**config.mk**
```make
export PLATFORM = sky130hd
export DESIGN_NAME = vupd_latch_ctrl
export DESIGN_NICKNAME = d
export VERILOG_FILES = /design/src/rtl/vupd_latch_pkg.sv /design/src/rtl/vupd_lock_arb.sv /design/src/rtl/vupd_reg_group.sv /design/src/rtl/vupd_latch_ctrl.sv
export SDC_FILE = /design/constraint.sdc
export NUM_CORES = 1
export LEC_CHECK = 0
export BUFFER_PORTS_ARGS = -buffer_cell sky130_fd_sc_hd__buf_2
export CORE_ASPECT_RATIO = 2
export CORE_MARGIN = 2
export CORE_UTILIZATION = 54
export DETAILED_ROUTE_END_ITERATION = 7
export GPL_ROUTABILITY_DRIVEN = 0
export GPL_TIMING_DRIVEN = 1
export PLACE_DENSITY = 0.76
export SETUP_SLACK_MARGIN = 0.3
export SLEW_MARGIN = 10
export SYNTH_ARGS = -nofsm -noshare
export SYNTH_HDL_FRONTEND = slang
export SYNTH_SLANG_ARGS = --single-unit
```
**constraint.sdc**
```tcl
create_clock -name clk -period 2.3 [get_ports clk]
set_clock_uncertainty 0.15 [all_clocks]
set_input_delay 0.115 -clock clk [delete_from_list [all_inputs] [get_ports clk]]
set_output_delay 0.115 -clock clk [all_outputs]
set_load 0.02 [all_outputs]
```
**src/rtl/vupd_latch_pkg.sv**
```systemverilog
package vupd_latch_pkg;
  localparam int unsigned NUM_GROUPS = 3;
  localparam int unsigned GRP_W      = 2;

  typedef enum logic [GRP_W-1:0] {
    GRP_TIMING  = 2'd0,
    GRP_OUTPIPE = 2'd1,
    GRP_SURFACE = 2'd2,
    GRP_RSVD    = 2'd3
  } grp_e;
endpackage

```
**src/rtl/vupd_lock_arb.sv**
```systemverilog
module vupd_lock_arb #(
  parameter int unsigned NGRP = 3
) (
  input  logic            clk,
  input  logic            rst_n,
  input  logic            lock_req,
  input  logic [NGRP-1:0] pending,
  output logic            grant
);
  logic grant_d;
  logic grant_q;

  always_comb begin
    grant_d = grant_q;
    if (!lock_req) begin
      grant_d = 1'b0;
    end else if (!grant_q && (pending == '0)) begin
      grant_d = 1'b1;
    end
  end

  always_ff @(posedge clk or negedge rst_n) begin
    if (!rst_n) grant_q <= 1'b0;
    else        grant_q <= grant_d;
  end

  assign grant = grant_q;

  AST_GRANT_HELD_OFF: assert property (@(posedge clk) disable iff (!rst_n)
    (!grant_q && (pending != '0)) |=> !grant_q);
  AST_GRANT_DROP: assert property (@(posedge clk) disable iff (!rst_n)
    !lock_req |=> !grant_q);
endmodule

```
**src/rtl/vupd_reg_group.sv**
```systemverilog
module vupd_reg_group #(
  parameter int unsigned REGS   = 4,
  parameter int unsigned DATA_W = 16,
  localparam int unsigned IDX_W = (REGS > 1) ? $clog2(REGS) : 1
) (
  input  logic                   clk,
  input  logic                   rst_n,
  input  logic                   grant,
  input  logic                   wr_hit,
  input  logic [IDX_W-1:0]       wr_idx,
  input  logic [DATA_W-1:0]      wr_data,
  input  logic                   commit,
  output logic [REGS*DATA_W-1:0] active_flat,
  output logic                   pending
);
  logic [DATA_W-1:0] shadow_q [REGS];
  logic [DATA_W-1:0] active_q [REGS];
  logic              pend_d;
  logic              pend_q;
  logic              xfer_en;

  assign xfer_en = commit && pend_q;

  always_comb begin
    pend_d = pend_q;
    if (wr_hit)      pend_d = 1'b1;
    else if (commit) pend_d = 1'b0;
  end

  always_ff @(posedge clk or negedge rst_n) begin
    if (!rst_n) pend_q <= 1'b0;
    else        pend_q <= pend_d;
  end

  for (genvar i = 0; i < REGS; i++) begin : g_reg
    logic wr_sel;
    assign wr_sel = wr_hit && (wr_idx == IDX_W'(i));

    always_ff @(posedge clk or negedge rst_n) begin
      if (!rst_n) begin
        shadow_q[i] <= '0;
      end else if (wr_sel) begin
        shadow_q[i] <= wr_data;
      end
    end

    always_ff @(posedge clk or negedge rst_n) begin
      if (!rst_n) begin
        active_q[i] <= '0;
      end else if (xfer_en) begin
        active_q[i] <= shadow_q[i];
      end
    end

    assign active_flat[i*DATA_W +: DATA_W] = active_q[i];
  end

  assign pending = pend_q;

  AST_WR_NEEDS_GRANT: assert property (@(posedge clk) disable iff (!rst_n)
    wr_hit |-> grant);
  AST_PEND_HOLD_LOCKED: assert property (@(posedge clk) disable iff (!rst_n)
    (grant && !wr_hit) |=> $stable(pend_q));
  AST_PEND_CLEARED: assert property (@(posedge clk) disable iff (!rst_n)
    commit |=> !pend_q);
  AST_ACTIVE_HOLD: assert property (@(posedge clk) disable iff (!rst_n)
    !commit |=> $stable(active_flat));
endmodule

```
**src/rtl/vupd_latch_ctrl.sv**
```systemverilog
module vupd_latch_ctrl #(
  parameter int unsigned REGS_PER_GROUP = 4,
  parameter int unsigned DATA_W         = 16,
  localparam int unsigned NGRP   = vupd_latch_pkg::NUM_GROUPS,
  localparam int unsigned GRP_W  = vupd_latch_pkg::GRP_W,
  localparam int unsigned IDX_W  = (REGS_PER_GROUP > 1) ? $clog2(REGS_PER_GROUP) : 1,
  localparam int unsigned ADDR_W = GRP_W + IDX_W,
  localparam int unsigned GRP_BITS = REGS_PER_GROUP * DATA_W
) (
  input  logic                     clk,
  input  logic                     rst_n,
  input  logic                     lock_req,
  input  logic                     wr_en,
  input  logic [ADDR_W-1:0]        wr_addr,
  input  logic [DATA_W-1:0]        wr_data,
  input  logic                     vupdate,
  output logic                     lock_grant,
  output logic [NGRP*GRP_BITS-1:0] active_regs,
  output logic [NGRP-1:0]          pending,
  output logic                     ready
);
  import vupd_latch_pkg::*;

  logic             grant;
  logic             wr_ok;
  logic             commit;
  grp_e             wr_grp;
  logic [IDX_W-1:0] wr_idx;
  logic [NGRP-1:0]  pend_vec;

  assign wr_grp = grp_e'(wr_addr[ADDR_W-1 -: GRP_W]);
  assign wr_idx = wr_addr[IDX_W-1:0];
  assign wr_ok  = wr_en && grant;
  assign commit = vupdate && !grant;

  vupd_lock_arb #(.NGRP(NGRP)) u_arb (
    .clk      (clk),
    .rst_n    (rst_n),
    .lock_req (lock_req),
    .pending  (pend_vec),
    .grant    (grant)
  );

  for (genvar g = 0; g < NGRP; g++) begin : g_grp
    logic hit;
    assign hit = wr_ok && (wr_grp == grp_e'(g));

    vupd_reg_group #(.REGS(REGS_PER_GROUP), .DATA_W(DATA_W)) u_grp (
      .clk         (clk),
      .rst_n       (rst_n),
      .grant       (grant),
      .wr_hit      (hit),
      .wr_idx      (wr_idx),
      .wr_data     (wr_data),
      .commit      (commit),
      .active_flat (active_regs[g*GRP_BITS +: GRP_BITS]),
      .pending     (pend_vec[g])
    );
  end

  assign lock_grant = grant;
  assign pending    = pend_vec;
  assign ready      = !grant && (pend_vec == '0);

  AST_NO_XFER_LOCKED: assert property (@(posedge clk) disable iff (!rst_n)
    (grant && vupdate) |=> $stable(active_regs));
  AST_RSVD_WRITE_INERT: assert property (@(posedge clk) disable iff (!rst_n)
    (wr_en && (wr_grp == GRP_RSVD) && !vupdate) |=> $stable(active_regs));
  AST_COMMIT_CLEARS_ALL: assert property (@(posedge clk) disable iff (!rst_n)
    commit |=> (pend_vec == '0));
endmodule

```
After elaboration in Yosys (flattened, before gate mapping)

Index checks and enable logic that the tools add are counted.

Equality and inequality tests: 6
Muxes and demuxes: 6
Reduce and logical (&&, ||, !) cells: 28

Operators by type and width:

| operator                                                              | number |
|---|---|
| 1-bit logical AND                                                     | 21 |
| 2-bit equality test, second input constant                            | 3 |
| 1-bit 2-to-1 mux                                                      | 6 |
| 2-bit nonzero test                                                    | 3 |
| 2-bit by 1-bit equality test with 1-bit output, second input constant | 2 |
| 2-bit logical NOT                                                     | 2 |
| 3-bit logical NOT                                                     | 1 |
| 2-bit by 1-bit != test with 1-bit output, second input constant       | 1 |
| 1-bit logical NOT                                                     | 1 |

Word-level logic and storage cells: 68
Output and inout port bits: 197
Register bits: 388

Logic depth before layout (Yosys ltp)

Depth after elaboration: 4
Depth in mapped cells: 6
Depth with buffers taken out: 3

Cells and area by module

Synthesis repeated with hierarchy kept, for this count alone.

Cell total of the unflattened synthesis: 830
Area, all modules: 14497.7 um2

By module, submodules not included:

| module          | instances | area an instance (um2) | seq. area each (um2) | cells an instance |
|---|---|---|---|---|
| vupd_reg_group  | 3         | 4802.1                 | 3228.1               | 274 |
| vupd_latch_ctrl | 1         | 53.8                   | 0.0                  | 5 |
| vupd_lock_arb   | 1         | 37.5                   | 25.0                 | 3 |

Worst setup path after synthesis

Ideal clock, no wire load.

Path kind: register to register
Start: reg u_arb.grant_q (netlist: u_arb.grant)
End: reg g_grp[1].u_grp.shadow_q[21] in the netlist's numbering
Period minus slack after synthesis: 1.977 ns
Cell stages (with the launch flop): 7
Library setup time: 0.125 ns
Arrival: 1.702 ns
Setup slack: 0.323 ns
Data required time: 2.025 ns
Cell sequence: dfrtp_1 buf_4 and4bb_1 and3_1 buf_4 buf_4 mux2_2

Cells in the longest elaborated chain, start to end: 3

RTL lines:

| element                       | RTL line              | RTL |
|---|---|---|
| start, declared               | vupd_lock_arb.sv:11   | `logic grant_q;` |
| start signal, assigned        | vupd_lock_arb.sv:24   | `else grant_q <= grant_d;` |
| 1-bit logical AND             | vupd_latch_ctrl.sv:33 | `assign wr_ok = wr_en && grant;` |
| 1-bit logical AND             | vupd_latch_ctrl.sv:46 | `assign hit = wr_ok && (wr_grp == grp_e'(g));` |
| 1-bit logical AND             | vupd_reg_group.sv:37  | `assign wr_sel = wr_hit && (wr_idx == IDX_W'(i));` |
| end signal, assigned by index | vupd_reg_group.sv:43  | `shadow_q[i] <= wr_data;` |
| end, declared                 | vupd_reg_group.sv:16  | `logic [DATA_W-1:0] shadow_q [REGS];` |

No other way between the ends.
A chain may end at the register's enable or synchronous reset.

Worst setup path after layout

Start: reg u_arb.grant_q (netlist: u_arb.grant)
End: reg g_grp[0].u_grp.active_q (netlist bit g_grp[0].u_grp.active_flat[53])

Cells in the longest elaborated chain, start to end: 3

RTL lines:

| element                       | RTL line              | RTL |
|---|---|---|
| 1-bit logical NOT             | vupd_latch_ctrl.sv:34 | `assign commit = vupdate && !grant;` |
| 1-bit logical AND             | vupd_latch_ctrl.sv:34 |  |
| 1-bit logical AND             | vupd_reg_group.sv:22  | `assign xfer_en = commit && pend_q;` |
| end signal, assigned by index | vupd_reg_group.sv:51  | `active_q[i] <= shadow_q[i];` |
| end, declared                 | vupd_reg_group.sv:17  | `logic [DATA_W-1:0] active_q [REGS];` |

No other way between the ends.

==> flow_summary.ini <==
[sta]
tightestPinTransition_ns = 0.412
slew_viol_final = 0
fmax_ghz = 0.529
tns_ns = 0
holdWs_ns = 0.0271
fin_crit_ns = 1.89
grt_setup_unrepaired = no
final_hold_viol_count = 0
layout_setup_ws_ns = 0.410
setup_viol = 0
maxSlewHeadroom_pct = 72.5
period_share_pct = 82.2

[die]
die_w_um = 120
rows = 85
dieArea_sq_um = 28500
initial_core_util_pct = 54.5
ios = 222
core_sq_um = 26800
die_height_um = 237

[clock_network]
cts_made_buffers = 34
cts.clk_slew.worst_paths_ns = 0.06
cts_buffer_depth = 3
clock_latency_ns = 0.52
post_cts_buffers = 0
htree_num_levels = 2
cts_tree = done
cts_sinks = 388
cts_root_buffer = clkbuf_16

[routing]
drt-initial-drc-count = 349
drc = 0
wl_per_cell_um = 21.0
dr.pass1.iters = 4
vias_per_cell = 5.34
num_vias = 7959
wl_mm = 31.4
detail-route-antenna-nets = 0

[finish]
final-instance-count-excl-fill = 1491
area_delta_synth_final_pct = 20.5
antenna_cells = 0
nets = 1147
design_area_sq_um = 17600
layout_commonest_cell = dfrtp_1
layout_common_cells = dfrtp_1 (387), mux2_2 (374), buf_2 (220), clkbuf_16 (37), buf_4 (24)
layout-drive-gt1-share_pct = 61.5

[flow_run]
max_cap_viol_count = 0

[critical_path]
critical-path-slowest-cell = dfrtp_2
cp_cell_sequence = nor2b_1 > nand2_2 > buf_12 > mux2_2
r2r_slack_ns = 0.41
start_kind = register
critical_path_class = reg -> reg
endpoint_kind = register
ff2ff_path_depth = 4
r2r_start = u_arb.grant
cp.buffers_inverters = 1
critPathTopFamily = simple AND/OR/NAND/NOR gates
cp_max_fo = 37
rr_endpoint = g_grp[0].u_grp.active_flat[53]
cp_data_arrival_time_ns = 2.14
cpPeakStageDelay_ns = 0.49
critPathRequiredTime_ns = 2.55

[worst_hold_path]
hp-start = wr_data[8]
hold_path_end = g_grp[2].u_grp.shadow_q[8]
min_path_cells = 2
hold_path_class = in -> reg

[power_and_ir_drop]
vdd_ir_drop_max_mv = 0.798
powerDensity_nw_per_um2 = 1060
p_leak_uw = 0.00925

[logic_synthesis]
synth_fp_nets = 889
syn_area_sq_um = 14600
synth.avg_cell_area_sq_um = 16.9
async_reset_ff_share_pct = 100
ys_seq_area_share_pct = 66.4
synth.distinct_cells = 28
synth-edff-count = 0
synthCells = 864
ys.flop_type = dfrtp_1
synth_top_cell_by_area = dfrtp_1
synth.area.top_cells = dfrtp_1 (66%), mux2_2 (29%), mux2_4 (1.0%), buf_2 (0.89%), buf_4 (0.46%)
synth_top_area_share_pct = 66.4
ys_warn_count = 0
ys_ff_latch = 388

[grt]
grt_pass1_wl_mm = 48.6
grt_max_degree = 65
grt-ovfl-total = 0
grt_usage_pct = 22.5
antenna_found_initial = 0
grt_pass1_vias = 8467

[placement]
place_area_sq_um = 16200
dpl.cell_count = 1412
dpl_worst_slack_ns = 0.229
post-dp-hpwl_mm = 21.1
numPortBuffers = 221

[status]
status = finished, final reports clean
cells in the mapped netlist (2+ instances only):
cell      number
nor2_2         4
dfrtp_1      388
a21oi_1        3
clkbuf_1      16
nor3_2         3
a31oi_1        3
mux2_2       374
buf_4          9
buf_2         26
inv_1          3
mux2_4        10
buf_6          2
nand2_1        5
nor2_1         4
metrics by stage:
| stage | utilization, % | power, uW |
|---|---|---|
| CTS | 65.6 | 18800 |
| detailed placement | 60.6 | 13000 |
| global route | 65.7 | 19400 |
| finish | 65.7 | 18600 |
| global placement | 60.6 | 12800 |
| floorplan | - | 11400 |
state kept, by name, summed over array words and instances (netlist names):
signal                   flops
g_grp.u_grp.active_flat    192
u_arb.grant                  1
g_grp.u_grp.shadow_q       192
g_grp.u_grp.pending          3
power breakdown:
group          switching (uW)  internal [uW]  leakage, uW
Clock                    2390           3420     0.000558
Combinational            2020           1710      0.00356
Sequential                797           8280      0.00513
layer usage:
metal | track usage, % | share of wire, % | wire length, um
met1 | 26.7 | 38 | 12100
met2 | 40.4 | 54 | 17000
met3 | 3.88 | 3.8 | 1210
met4 | 8.88 | 3.6 | 1120
met5 | 0 | 0 | 0
worst max-delay path by stage:
stage | from | end | slack [ns] | cells after the start
final | u_arb.grant | g_grp[0].u_grp.active_flat[53] | 0.41 | 4
after global routing | u_arb.grant | g_grp[1].u_grp.shadow_q[29] | 0.32 | 4
after CTS | u_arb.grant | g_grp[1].u_grp.shadow_q[62] | 0.26 | 3
after detailed placement | u_arb.grant | g_grp[0].u_grp.shadow_q[26] | 0.23 | 3
after global placement | u_arb.grant | g_grp[0].u_grp.shadow_q[29] | 0.29 | 3
after floorplan | u_arb.grant | g_grp[1].u_grp.shadow_q[21] | 0.32 | 6
timing repair:
action,CTS,global route
setup endpoints to repair,16,89
endpoints found under the hold margin,436,3
gates resized for setup,1,5
hold buffers,21,1
pin swaps,0,0
final cells by class:
cell class	count	area, sq um
clock buffers	49	1020
clock inverters	8	118
fillers	1947	9190
inverters	3	11.3
multi-input cells	419	4620
flip-flops and latches	388	9710
well taps	348	435
repair buffers	276	1690
cells by family (layout without fill, tap and decap cells):
family                 after synthesis  after routing  synth area share (%)
flip-flops                         388            388                  66.4
multiplexers                       384            384                  29.8
buffers and inverters               57            336                  2.10
AND/OR/NAND/NOR                     28             28                  1.35
AO/OA/AOI/OAI                        7              7                 0.282
Power figures use the tool's default switching activity.
